--- config.mk ---
export PLATFORM = sky130hd
export DESIGN_NAME = gs_pwm_ctrl
export DESIGN_NICKNAME = d
export VERILOG_FILES = /design/src/rtl/gs_pwm_ctrl.sv
export SDC_FILE = /design/constraint.sdc
export NUM_CORES = 1
export LEC_CHECK = 0
export BUFFER_PORTS_ARGS = -buffer_cell sky130_fd_sc_hd__buf_2
export CAP_MARGIN = 30
export CORE_MARGIN = 10
export CORE_UTILIZATION = 35
export DETAILED_ROUTE_END_ITERATION = 16
export GPL_TIMING_DRIVEN = 0
export PLACE_DENSITY = 0.66
export SLEW_MARGIN = 0
export SYNTH_ARGS = -nofsm -noshare
export SYNTH_HDL_FRONTEND = slang
export SYNTH_SLANG_ARGS = --single-unit
--- constraint.sdc ---
create_clock -name clk -period 7.08 [get_ports clk]
set_input_delay 2.124 -clock clk [delete_from_list [all_inputs] [get_ports clk]]
set_output_delay 2.124 -clock clk [all_outputs]
set_load 0.01 [all_outputs]
--- src/rtl/gs_pwm_ctrl.sv ---
module gs_pwm_ctrl #(
  parameter int CH   = 16,
  parameter int GSW  = 16,
  parameter int DIVW = 4
) (
  input  logic              clk,
  input  logic              rst_n,
  input  logic              gs_clk,
  input  logic              blank,
  input  logic              mode_wide,
  input  logic [DIVW-1:0]   div_sel,
  input  logic [CH*GSW-1:0] gs_data,
  output logic [CH-1:0]     ch_on,
  output logic              gs_clk_buf,
  output logic              blank_buf
);
  localparam int NW = GSW / 2;

  logic            gs_q, armed, run;
  logic [GSW-1:0]  cnt, full;
  logic [DIVW-1:0] pre;
  logic            rise, fall;

  assign rise       = gs_clk & ~gs_q;
  assign fall       = ~gs_clk & gs_q;
  assign full       = mode_wide ? {GSW{1'b1}} : {{(GSW-NW){1'b0}}, {NW{1'b1}}};
  assign gs_clk_buf = gs_q;

  always_ff @(posedge clk or negedge rst_n) begin
    if (!rst_n) begin
      gs_q      <= 1'b0;
      blank_buf <= 1'b1;
      armed     <= 1'b0;
      run       <= 1'b0;
      cnt       <= '0;
      pre       <= '0;
    end else begin
      gs_q      <= gs_clk;
      blank_buf <= blank;
      if (blank) begin
        armed <= 1'b0;
        run   <= 1'b0;
        cnt   <= '0;
        pre   <= '0;
      end else begin
        if (!run && rise) armed <= 1'b1;
        if (!run && armed && fall) run <= 1'b1;
        if (run && rise) begin
          if (pre == div_sel) begin
            pre <= '0;
            if (cnt < full) cnt <= cnt + 1'b1;
          end else begin
            pre <= pre + 1'b1;
          end
        end
      end
    end
  end

  for (genvar i = 0; i < CH; i++) begin : g_ch
    logic [GSW-1:0] word, eff;
    assign word     = gs_data[i*GSW +: GSW];
    assign eff      = mode_wide ? word : {{(GSW-NW){1'b0}}, word[NW-1:0]};
    assign ch_on[i] = run & ~blank & (eff > cnt);
  end

  a_r2_blank_clears: assert property (@(posedge clk) disable iff (!rst_n)
    $past(blank) |-> (cnt == '0 && !run && pre == '0));

  a_r3_turn_on_at_fall: assert property (@(posedge clk) disable iff (!rst_n)
    $rose(run) |-> (!$past(gs_clk) && $past(gs_q)));

  a_r5_hold_full: assert property (@(posedge clk) disable iff (!rst_n)
    (!blank && cnt >= full) |=> cnt == $past(cnt));

  a_r1_single_step: assert property (@(posedge clk) disable iff (!rst_n)
    1'b1 |=> (cnt == $past(cnt) || cnt == $past(cnt) + 1'b1 || cnt == '0));

  a_r7_buf_delay: assert property (@(posedge clk) disable iff (!rst_n)
    $past(rst_n) |-> (gs_clk_buf == $past(gs_clk) && blank_buf == $past(blank)));

  a_r2_dark_when_blank: assert property (@(posedge clk) disable iff (!rst_n)
    blank |-> ch_on == '0);
endmodule

==> metrics.cfg <==
[sta]
worst_pin_slew_ns=0.9934
maxSlewHeadroom_pct=33.70
setup_viol=0
layout_min_cycle_time_ns=6.660
maxSlewViolCount=0
period_share_pct=94.06
rsz0062_at_grt=no
hold_viol=0
fin_skew_ns=0.001776
fmax_mhz=150.2
final.setup.tns_ns=0

[setup_path]
critPathCapture=ch_on[5]
worstPathArrival_ns=4.54
criticalPathCategory=in2out
worstPathRequired_ns=4.96
end_kind=primary output
timing.rr.end=cnt[14]
cpPeakStageDelay_ns=0.56
cp_max_fo=10
r2r_slack_ns=4.30
cp_slowest_cell=clkbuf_1
path_common_cell=clkbuf_1
critPathLaunchType=input pin
crit_path_start=mode_wide
worstPathCellList=clkbuf_1 -> clkbuf_1 -> and2_1 -> ha_1 -> a21oi_1 -> nor2_1 -> a211oi_1 -> o21ai_0 -> o31a_1 -> buf_2
r2r-start=cnt[0]
reg2reg_depth=8

[power]
ir_drop_mv=0.08019
switching_power_uw=211.1
p_per_area_nw_per_um2=62.56
pwr-share-comb_pct=51.9
clkPwrFrac_pct=26.0
power.internal_uw=419.7
fin_total_pwr_uw=630.8
swShare_pct=33.47
pwr-share-seq_pct=22.1
leakage_nw=4.925

[global_route]
grt_overflow_total=0
antenna_found_initial=6
gr-usage-all-layers_pct=20.09
grt_start_max_net_pins=25
grt_pass1_vias=8472
grt_pass1_wl_um=46090

[die]
start_util_pct=35.35
ios=283
fp.dieH_um=170.8
core.rowCount=55
core_um2=22500
die_width_um=170.8
dieArea_um2=29160

[synth]
synth-edff-count=0
seq_area_frac_synth_pct=7.565
synth_flop_cell=dfrtp_1
avgSynthCellArea_um2=8.142
netlist_instances=977
synthArstFlopShare_pct=100.0
synthesis.nets=1508
yosysWarnings=0
synth_cell_types=40
netlist_area_um2=7955
synth-seq-cells=24

[job]
drv_cap=0

[clock_tree]
numCtsBuffers=3
cts_tree=built
cts_hold_buf=0
cts_setup_buffers=0
post_cts_resized=0
clkTransAtPathRegs_ns=0.06
cts_root_buffer=clkbuf_16
clk_latency_ns=0.26
cts.sinks=24
cts-htree-levels=1
cts_buffer_depth=2

[route]
ant_nets=0
drt_iter0_drc=307
routed_wirelength_um=30200
routed_via_density=5.305
wire_per_inst_um=19.35
drtPass1Iterations=5
vias=8281
drc=0

[placement]
dp_hpwl_um=25620
portBuffers=281
gp_congestion=0.9419

[cells_and_area]
areaGrowthSynthToFinish_pct=26.75
drive_gt1_share_pct=25.00
final_nets=1804
fillers=2248

[worst_hold_path]
min_path_type=reg2reg

[status]
status=completed

[registers in the layout, summed over array words and instances, names as in the netlist]
name        cells
run             1
gs_clk_buf      1
armed           1
blank_buf       1
cnt            16
pre             4
[cell type report]
| type | instances | area, µm² | area share [%] |
|---|---|---|---|
| clock buffers | 3 | 75.07 | 0.7445 |
| multi-input cells | 894 | 7073 | 70.15 |
| clock inverters | 1 | 30.03 | 0.2978 |
| inverters | 34 | 127.6 | 1.266 |
| diodes | 4 | 10.01 | 0.09927 |
| plain buffers | 25 | 152.6 | 1.514 |
| well taps | 285 | 356.6 | 3.536 |
| flip-flops and latches | 24 | 601.8 | 5.968 |
| repair buffers | 291 | 1657 | 16.43 |
[logic make-up (layout without fill, tap and decap cells)]
kind of cell / after synthesis / after routing / synth area share, %
muxes: 11 / 11 / 1.541
adders and majority gates: 266 / 266 / 41.84
buffers and inverters: 59 / 354 / 3.523
AOI/OAI and AO/OA: 232 / 232 / 18.28
other: 0 / 4 / 0
DFF: 24 / 24 / 7.565
xor gates and xnor gates: 4 / 4 / 0.4403
and+or+nand+nor: 381 / 381 / 26.82
[Yosys cell counts (all sizes together) (4+ instances only)]
cell / instances / area (µm²)
o211ai: 17 / 141.4
ha: 266 / 3328
buf: 6 / 61.30
nor3: 21 / 105.1
nor2: 62 / 232.7
a21oi: 105 / 525.5
o31ai: 4 / 30.03
mux2: 10 / 112.6
nand2: 37 / 138.9
dfrtp: 23 / 575.6
a211oi: 17 / 127.6
nor2b: 48 / 300.3
o21ai: 37 / 185.2
or4: 7 / 56.30
a21o: 17 / 127.6
xor2: 4 / 35.03
nand4: 53 / 331.6
nand3: 9 / 45.04
o31a: 32 / 280.3
nor4: 7 / 58.81
clkbuf: 19 / 91.34
and2: 128 / 800.8
inv: 34 / 127.6
[power groups by stage]
| stage | Sequential (mW) | Combinational, mW | Clock, mW |
|---|---|---|---|
| after floorplan | 0.142 | 0.196 | 0 |
| after global placement | 0.142 | 0.318 | 0 |
| after detailed placement | 0.142 | 0.327 | 0 |
| after CTS | 0.139 | 0.328 | 0.167 |
| after global routing | 0.140 | 0.380 | 0.171 |
| final | 0.139 | 0.327 | 0.164 |
[metal layers]
metal	vias up	part of all wire [%]	global-route usage [%]
li1	4254	-	-
met1	3737	43	24.55
met2	241	49	35.45
met3	45	5.7	3.387
met4	4	2.2	5.263
met5	-	0.083	0
[cell usage in the layout, fill, tap and decap left out, types with 9 or more instances in the layout]
master and count:
a211oi_1 17, a21o_1 17, a21oi_1 105, and2_1 128
buf_2 282, clkbuf_1 17, dfrtp_1 23, ha_1 266
inv_1 34, mux2_2 9, nand2_1 37, nand3_1 9
nand4_1 53, nor2_1 62, nor2b_1 48, nor3_1 21
o211ai_1 16, o21ai_0 37, o31a_1 32
[worst min-delay path by stage]
stage | startpoint | end | slack [ns] | depth (start not counted)
after floorplan | armed | armed | 0.47 | 2
after global placement | armed | armed | 0.49 | 2
after detailed placement | armed | armed | 0.50 | 2
after CTS | armed | armed | 0.51 | 2
after global routing | armed | armed | 0.55 | 2
final | armed | armed | 0.51 | 2
[critical path, delay by kind of cell]
family / cells / cell delay, ns
AND/OR/NAND/NOR: 2 / 0.24
AO/OA/AOI/OAI: 4 / 0.85
adder cells (fa/ha/maj): 1 / 0.23
buffers and inverters: 3 / 1.09
[metrics by stage]
step / cells / worst slack, ns / hold WS [ns] / utilization [%] / area [µm²]
after floorplan: 977 / 1.276 / 0.4666 / - / 7955
after global placement: 1543 / 0.4188 / 0.4852 / 43.19 / 9718
after detailed placement: 1553 / 0.4329 / 0.4989 / 44.30 / 9968
after CTS: 1557 / 0.4335 / 0.5138 / 44.77 / 10070
after global routing: 1561 / 0.2853 / 0.5541 / 44.81 / 10080
final: 1561 / 0.4205 / 0.5078 / 44.81 / 10080
No activity file was read; power rests on OpenSTA's default activity.
